`src/rtl/frs_pkg.sv`:
```
package frs_pkg;

  typedef enum logic [1:0] {
    ACT_IGNORE = 2'b00,
    ACT_DELAY  = 2'b01,
    ACT_STOP   = 2'b10,
    ACT_HOLD   = 2'b11
  } act_e;

  typedef enum logic [1:0] {
    CH_OFF,
    CH_RUN,
    CH_LATCH,
    CH_WAIT
  } ch_state_e;

  localparam logic [2:0] RETRY_LATCH   = 3'b000;
  localparam logic [2:0] RETRY_FOREVER = 3'b111;
  localparam logic [7:0] SHARED_TRIST  = 8'hC0;

  function automatic logic resp_legal(input logic [7:0] b, input logic shared);
    logic ok;
    if (shared) begin
      ok = (b == 8'h00) || (b == SHARED_TRIST);
    end else begin
      ok = (b[7:6] != ACT_HOLD) &&
           ((b[5:3] == RETRY_LATCH) || (b[5:3] == RETRY_FOREVER));
    end
    return ok;
  endfunction

endpackage

```
`src/rtl/frs_tick_gen.sv`:
```
module frs_tick_gen #(
  parameter int TICK_DIV = 50000
) (
  input  logic clk,
  input  logic rst_n,
  output logic tick_o
);
  localparam int TW = (TICK_DIV > 2) ? $clog2(TICK_DIV) : 1;

  logic [TW-1:0] cnt_q, cnt_d;

  assign tick_o = (cnt_q == TW'(TICK_DIV - 1));

  always_comb begin
    if (tick_o) cnt_d = '0;
    else        cnt_d = cnt_q + TW'(1);
  end

  always_ff @(posedge clk or negedge rst_n) begin
    if (!rst_n) cnt_q <= '0;
    else        cnt_q <= cnt_d;
  end
endmodule

```
`src/rtl/frs_resp_regs.sv`:
```
module frs_resp_regs
  import frs_pkg::*;
#(
  parameter int NUM_FAULTS = 4,
  parameter int SHARED_IDX = 0,
  localparam int SEL_W     = $clog2(NUM_FAULTS)
) (
  input  logic                       clk,
  input  logic                       rst_n,
  input  logic                       we_i,
  input  logic [SEL_W-1:0]           sel_i,
  input  logic [7:0]                 data_i,
  output logic [NUM_FAULTS-1:0][7:0] resp_o,
  output logic                       reject_o
);
  logic [NUM_FAULTS-1:0][7:0] resp_q, resp_d;
  logic                       reject_q, reject_d;
  logic                       in_range, legal, upd;

  assign in_range = ({1'b0, sel_i} < (SEL_W+1)'(NUM_FAULTS));
  assign legal    = resp_legal(data_i, sel_i == SEL_W'(SHARED_IDX));
  assign upd      = we_i && in_range && legal;

  always_comb begin
    resp_d = resp_q;
    if (upd) resp_d[sel_i] = data_i;
    reject_d = we_i && !(in_range && legal);
  end

  always_ff @(posedge clk or negedge rst_n) begin
    if (!rst_n) begin
      resp_q   <= '0;
      reject_q <= 1'b0;
    end else begin
      resp_q   <= resp_d;
      reject_q <= reject_d;
    end
  end

  assign resp_o   = resp_q;
  assign reject_o = reject_q;

  p_reject_keeps_r8: assert property (@(posedge clk) disable iff (!rst_n)
    reject_q |-> $stable(resp_q));
endmodule

```
`src/rtl/frs_fault_eval.sv`:
```
module frs_fault_eval
  import frs_pkg::*;
#(
  parameter bit IS_SHARED = 1'b0
) (
  input  logic       clk,
  input  logic       rst_n,
  input  logic       tick_i,
  input  logic       active_i,
  input  logic       evt_i,
  input  act_e       act_i,
  input  logic [2:0] dly_i,
  output logic       trip_o,
  output logic       hold_o
);
  logic [2:0] cnt_q, cnt_d;

  always_comb begin
    cnt_d = cnt_q;
    if (!active_i || !evt_i || act_i != ACT_DELAY) begin
      cnt_d = '0;
    end else if (tick_i && cnt_q < dly_i) begin
      cnt_d = cnt_q + 3'd1;
    end
  end

  always_ff @(posedge clk or negedge rst_n) begin
    if (!rst_n) cnt_q <= '0;
    else        cnt_q <= cnt_d;
  end

  assign trip_o = !IS_SHARED && active_i && evt_i &&
                  ((act_i == ACT_STOP) || (act_i == ACT_DELAY && cnt_q >= dly_i));
  assign hold_o = IS_SHARED && evt_i && (act_i == ACT_HOLD);

  p_cnt_clear_r7: assert property (@(posedge clk) disable iff (!rst_n)
    !evt_i |=> (cnt_q == 3'd0));
endmodule

```
`src/rtl/frs_run_hold.sv`:
```
module frs_run_hold #(
  parameter int CNT_W = 16
) (
  input  logic             clk,
  input  logic             rst_n,
  input  logic             tick_i,
  input  logic             run_i,
  input  logic [CNT_W-1:0] limit_i,
  output logic             pull_o
);
  logic             run_q;
  logic             hold_q, hold_d;
  logic [CNT_W-1:0] cnt_q, cnt_d;
  logic             fall;

  assign fall = run_q && !run_i;

  always_comb begin
    hold_d = hold_q;
    cnt_d  = cnt_q;
    if (fall) begin
      hold_d = 1'b1;
      cnt_d  = '0;
    end else if (hold_q) begin
      if (cnt_q >= limit_i)  hold_d = 1'b0;
      else if (tick_i)       cnt_d  = cnt_q + CNT_W'(1);
    end
  end

  always_ff @(posedge clk or negedge rst_n) begin
    if (!rst_n) begin
      run_q  <= 1'b0;
      hold_q <= 1'b0;
      cnt_q  <= '0;
    end else begin
      run_q  <= run_i;
      hold_q <= hold_d;
      cnt_q  <= cnt_d;
    end
  end

  assign pull_o = hold_q;

  p_fall_holds_r9: assert property (@(posedge clk) disable iff (!rst_n)
    fall |=> hold_q);
endmodule

```
`src/rtl/fault_retry_ctrl.sv`:
```
module fault_retry_ctrl
  import frs_pkg::*;
#(
  parameter int NUM_FAULTS = 4,
  parameter int SHARED_IDX = 0,
  parameter int TICK_DIV   = 50000,
  parameter int CNT_W      = 16,
  localparam int SEL_W     = $clog2(NUM_FAULTS)
) (
  input  logic                  clk,
  input  logic                  rst_n,
  input  logic                  cfg_we,
  input  logic [SEL_W-1:0]      cfg_sel,
  input  logic [7:0]            cfg_data,
  output logic                  cfg_reject,
  input  logic                  run_in,
  input  logic                  op_on,
  input  logic [NUM_FAULTS-1:0] fault_evt,
  input  logic [CNT_W-1:0]      retry_ticks,
  input  logic [CNT_W-1:0]      restart_ticks,
  output logic                  dis_req,
  output logic                  run_pull_low,
  output logic                  fault_pin,
  output logic                  start_req,
  output logic [NUM_FAULTS-1:0] fault_hit
);
  logic                       tick;
  logic [NUM_FAULTS-1:0][7:0] resp;
  logic [NUM_FAULTS-1:0]      trip, hold;
  ch_state_e                  st_q, st_d;
  logic [CNT_W-1:0]           wcnt_q, wcnt_d;
  logic                       start_q, start_d;
  logic [NUM_FAULTS-1:0]      evt_q, hit_q;
  logic                       enable, active, any_trip, sel_forever;

  frs_tick_gen #(.TICK_DIV(TICK_DIV)) u_tick (
    .clk(clk), .rst_n(rst_n), .tick_o(tick)
  );

  frs_resp_regs #(.NUM_FAULTS(NUM_FAULTS), .SHARED_IDX(SHARED_IDX)) u_regs (
    .clk(clk), .rst_n(rst_n), .we_i(cfg_we), .sel_i(cfg_sel),
    .data_i(cfg_data), .resp_o(resp), .reject_o(cfg_reject)
  );

  frs_run_hold #(.CNT_W(CNT_W)) u_hold (
    .clk(clk), .rst_n(rst_n), .tick_i(tick), .run_i(run_in),
    .limit_i(restart_ticks), .pull_o(run_pull_low)
  );

  assign enable = run_in && op_on && !run_pull_low;
  assign active = (st_q == CH_RUN);

  for (genvar gi = 0; gi < NUM_FAULTS; gi++) begin : g_eval
    frs_fault_eval #(.IS_SHARED(gi == SHARED_IDX)) u_eval (
      .clk(clk), .rst_n(rst_n), .tick_i(tick), .active_i(active),
      .evt_i(fault_evt[gi]), .act_i(act_e'(resp[gi][7:6])),
      .dly_i(resp[gi][2:0]), .trip_o(trip[gi]), .hold_o(hold[gi])
    );
  end

  // lowest index that trips decides the after-shutdown behaviour
  always_comb begin
    any_trip    = |trip;
    sel_forever = 1'b0;
    for (int i = NUM_FAULTS - 1; i >= 0; i--) begin
      if (trip[i]) sel_forever = (resp[i][5:3] == RETRY_FOREVER);
    end
  end

  always_comb begin
    st_d    = st_q;
    wcnt_d  = wcnt_q;
    start_d = 1'b0;
    unique case (st_q)
      CH_OFF: if (enable) st_d = CH_RUN;
      CH_RUN: begin
        if (!enable) begin
          st_d = CH_OFF;
        end else if (any_trip) begin
          st_d   = sel_forever ? CH_WAIT : CH_LATCH;
          wcnt_d = '0;
        end
      end
      CH_LATCH: if (!enable) st_d = CH_OFF;
      CH_WAIT: begin
        if (!enable) begin
          st_d = CH_OFF;
        end else if (wcnt_q >= retry_ticks) begin
          st_d    = CH_RUN;
          start_d = 1'b1;
        end else if (tick) begin
          wcnt_d = wcnt_q + CNT_W'(1);
        end
      end
      default: st_d = CH_OFF;
    endcase
  end

  always_ff @(posedge clk or negedge rst_n) begin
    if (!rst_n) begin
      st_q    <= CH_OFF;
      wcnt_q  <= '0;
      start_q <= 1'b0;
      evt_q   <= '0;
      hit_q   <= '0;
    end else begin
      st_q    <= st_d;
      wcnt_q  <= wcnt_d;
      start_q <= start_d;
      evt_q   <= fault_evt;
      hit_q   <= fault_evt & ~evt_q;
    end
  end

  assign dis_req   = (st_q != CH_RUN) || (|hold);
  assign fault_pin = (st_q == CH_LATCH) || (st_q == CH_WAIT);
  assign start_req = start_q;
  assign fault_hit = hit_q;

  p_pull_blocks_r9: assert property (@(posedge clk) disable iff (!rst_n)
    (run_pull_low && $past(run_pull_low)) |-> dis_req);

  p_start_ends_fault_r5: assert property (@(posedge clk) disable iff (!rst_n)
    start_req |-> (!fault_pin && $past(fault_pin)));

  p_latch_sticky_r4: assert property (@(posedge clk) disable iff (!rst_n)
    ((st_q == CH_LATCH) && run_in && op_on && !run_pull_low) |=> fault_pin);

  p_hit_single_r11: assert property (@(posedge clk) disable iff (!rst_n)
    (|fault_hit) |=> ((fault_hit & $past(fault_hit)) == '0));
endmodule

```
`config.mk`:
```
export PLATFORM = sky130hd
export DESIGN_NAME = fault_retry_ctrl
export DESIGN_NICKNAME = d
export VERILOG_FILES = /design/src/rtl/frs_pkg.sv /design/src/rtl/frs_tick_gen.sv /design/src/rtl/frs_resp_regs.sv /design/src/rtl/frs_fault_eval.sv /design/src/rtl/frs_run_hold.sv /design/src/rtl/fault_retry_ctrl.sv
export SDC_FILE = /design/constraint.sdc
export NUM_CORES = 1
export LEC_CHECK = 0
export BUFFER_PORTS_ARGS = -buffer_cell sky130_fd_sc_hd__buf_2
export CAP_MARGIN = 20
export CORE_MARGIN = 1
export CORE_UTILIZATION = 54
export CTS_BUF_LIST = sky130_fd_sc_hd__clkbuf_8 sky130_fd_sc_hd__clkbuf_16
export DETAILED_ROUTE_END_ITERATION = 8
export PLACE_DENSITY = 0.75
export SYNTH_ARGS = -nofsm -noshare
export SYNTH_HDL_FRONTEND = slang
export SYNTH_HIERARCHICAL = 1
export SYNTH_SLANG_ARGS = --single-unit
```
`constraint.sdc`:
```
create_clock -name clk -period 2.4 [get_ports clk]
set_input_delay 0 -clock clk [delete_from_list [all_inputs] [get_ports clk]]
set_output_delay 0 -clock clk [all_outputs]
set_load 0.005 [all_outputs]
```
==> results.toml <==
[timing]
slew_violations = 0
min_period_ps = 2490
finalSetupViolations = 9
hold_violations = 0
finClkSkew_ps = 8.59
grt_setup_unrepaired = "true"
layout_setup_ws_ps = -85.9
fmax_mhz = 402
finalCritPeriodShare = 1.04
maxSlewHeadroom = 0.488
worstMarginPinSlew_ps = 767

[power]
sw_frac_of_total = 0.260
p_int_w = 0.00304
pwr-share-comb = 0.146
power_switching_w = 0.00107
clkPwrFrac = 0.395
p_leak_nw = 3.54
ir_worst_vdd_uv = 522
p_per_area_nw_per_um2 = 549
power_frac_seq = 0.459

[routing]
avgRoutedWirePerCell_um = 16.2
drt_drc_violations_left = 0
final_antenna_net_count = 0
routed_wl_um = 14100
vias = 5148
vias_per_cell = 5.92
drt_pass1_iterations = 4
drt_iter0_drc = 318

[cells_and_area]
fin_nets = 823
layout_commonest_cell = "dfrtp_1"
area_delta_synth_final_pct = 20.9
drive_gt1_frac = 0.268
nFillCells = 835
antenna_cells = 0
final_cells = 870
layout_common_cells = "dfrtp_1 (99), buf_2 (58), inv_1 (55), ha_1 (44), nand2_1 (35)"
fin_util = 0.681

[worst_setup_path]
worstPathRequired_ps = 2670
path_cells = "inv_2, ha_4, nand2b_4, a211oi_2, o31ai_2, or4_4, o2111ai_4, buf_6, o21ai_2, mux2i_1"
r2r_cells = 10
worst-path-buf-inv = 2
critical_path_peak_fanout = 4
crit_type = "register to register"
timing.rr.end = "wcnt_q[11]"
r2r-start = "g_eval[1].u_eval/cnt_q[0]"
worst_path_largest_cell_delay_ps = 580
critPathTopFamily = "simple AND/OR/NAND/NOR gates"
worst_setup_path_end_kind = "register"
startpoint_type = "register"
rrSetupSlack_ps = -90
cp_data_arrival_time_ps = 2750
critPathSlowestCell = "or4_4"

[clocking]
worstSkewPairLatency_ps = 350
clkTransAtPathRegs_ps = 70
htreeDepth = 3
clockRootBuffer = "clkbuf_16"
clockBufferDepth = 2
cts_made_buffers = 9
cts_tree = "done"
cts.sinks = 100

[floorplan]
initial_core_util = 0.563
design.core.area_um2 = 11000
rows = 38
pin_count = 60
dieArea_um2 = 11900
die_y_um = 109
chipWidth_um = 109

[grt]
grt_pass1_vias = 5004
met3_usage = 0.0359
busiest_layer = "met2"
grt_util_all_layers = 0.248
use_met1 = 0.315
grt_use_met2 = 0.431
antenna_found_initial = 0
gr-total-overflow = 0
grt_max_degree = 63
grt_pass1_wl_um = 23000

[logic_synthesis]
synth_cells = 626
avgSynthCellArea_um2 = 9.88
syn_nets = 724
syn-cell-area_um2 = 6180
synth-warning-count = 6

[min_path]
hold_depth = 2
hp-class = "input pin to register"
min-delay-start = "cfg_data[7]"
hold_end = "u_regs/resp_o[23]"

[placed_design]
portBuffers = 59
hpwlAfterDp_um = 9760
place_congestion = 0.832
place_inst = 833

[run_status]
violations = "setup timing"
status = "complete, but fails checks"

[run]
cap_viol_max_count = 0
==> state kept, by name (all words and copies together), names as in the netlist, 2 cells and up <==
register / flops
fault_hit: 4
u_tick/cnt_q: 16
evt_q: 4
u_hold/cnt_q: 16
wcnt_q: 16
u_regs/resp_o: 29
g_eval.u_eval/cnt_q: 9
st_q: 2
==> area by class of cell <==
class / instances / area [um2] / share of cell area
multi-input cells: 450 / 3530 / 0.472
repair buffers: 107 / 722 / 0.0966
flip-flops and latches: 100 / 2500 / 0.335
inverters: 57 / 214 / 0.0286
clock inverters: 7 / 105 / 0.0141
well taps: 140 / 175 / 0.0234
clock buffers: 9 / 225 / 0.0301
==> what timing repair did <==
action	4_1_cts	5_1_grt
cloned	0	1
endpoints found under the setup margin	16	23
pin swaps	9	12
endpoints found under the hold margin	60	0
gates resized for setup	11	27
hold buffers	11	0
buffers inserted	3	6
==> worst reg2reg max path, cell delays in order (launching register included) <==
cell and delay (ps):
dfrtp_1 400, inv_2 90, ha_4 200, nand2b_4 140, a211oi_2 240, o31ai_2 130
or4_4 580, o2111ai_4 280, buf_6 170, o21ai_2 60, mux2i_1 140
==> power by group through the flow <==
stage / registers, W / logic, W / clock network, W
after floorplan: 0.00189 / 0.000361 / 0
after global placement: 0.00190 / 0.000498 / 0
after detailed placement: 0.00191 / 0.000530 / 0
after CTS: 0.00188 / 0.000580 / 0.00164
after global routing: 0.00190 / 0.000668 / 0.00171
final: 0.00188 / 0.000600 / 0.00162
==> metal layers <==
metal	wire [um]	vias to the layer above
li1	-	2468
met1	6140	2516
met2	7160	146
met3	575	18
met4	195	0
met5	0	-
==> worst max-delay path by stage <==
stage	start	end	slack (ps)	cells after the start
2_1_floorplan	g_eval[3].u_eval/cnt_q[0]	wcnt_q[0]	70	9
3_3_place_gp	g_eval[3].u_eval/cnt_q[0]	wcnt_q[0]	-100	9
3_5_place_dp	g_eval[3].u_eval/cnt_q[0]	wcnt_q[11]	-220	10
4_1_cts	g_eval[1].u_eval/cnt_q[0]	wcnt_q[0]	-20	9
5_1_grt	g_eval[1].u_eval/cnt_q[0]	wcnt_q[11]	-150	10
6_report	g_eval[1].u_eval/cnt_q[0]	wcnt_q[11]	-90	10
==> through the flow <==
step	hold WS (ps)	area [um2]	power (W)	TNS (ps)	worst slack, ps
floorplan	-296	6190	0.00225	0	67.3
global placement	14.8	6780	0.00240	-605	-99.3
detailed placement	19.6	6780	0.00244	-2240	-223
CTS	17.1	7310	0.00410	-38.6	-20.2
global route	37.9	7470	0.00427	-1650	-149
finish	22.8	7470	0.00410	-276	-85.9
Note: power is estimated with default switching activity, not from simulation.
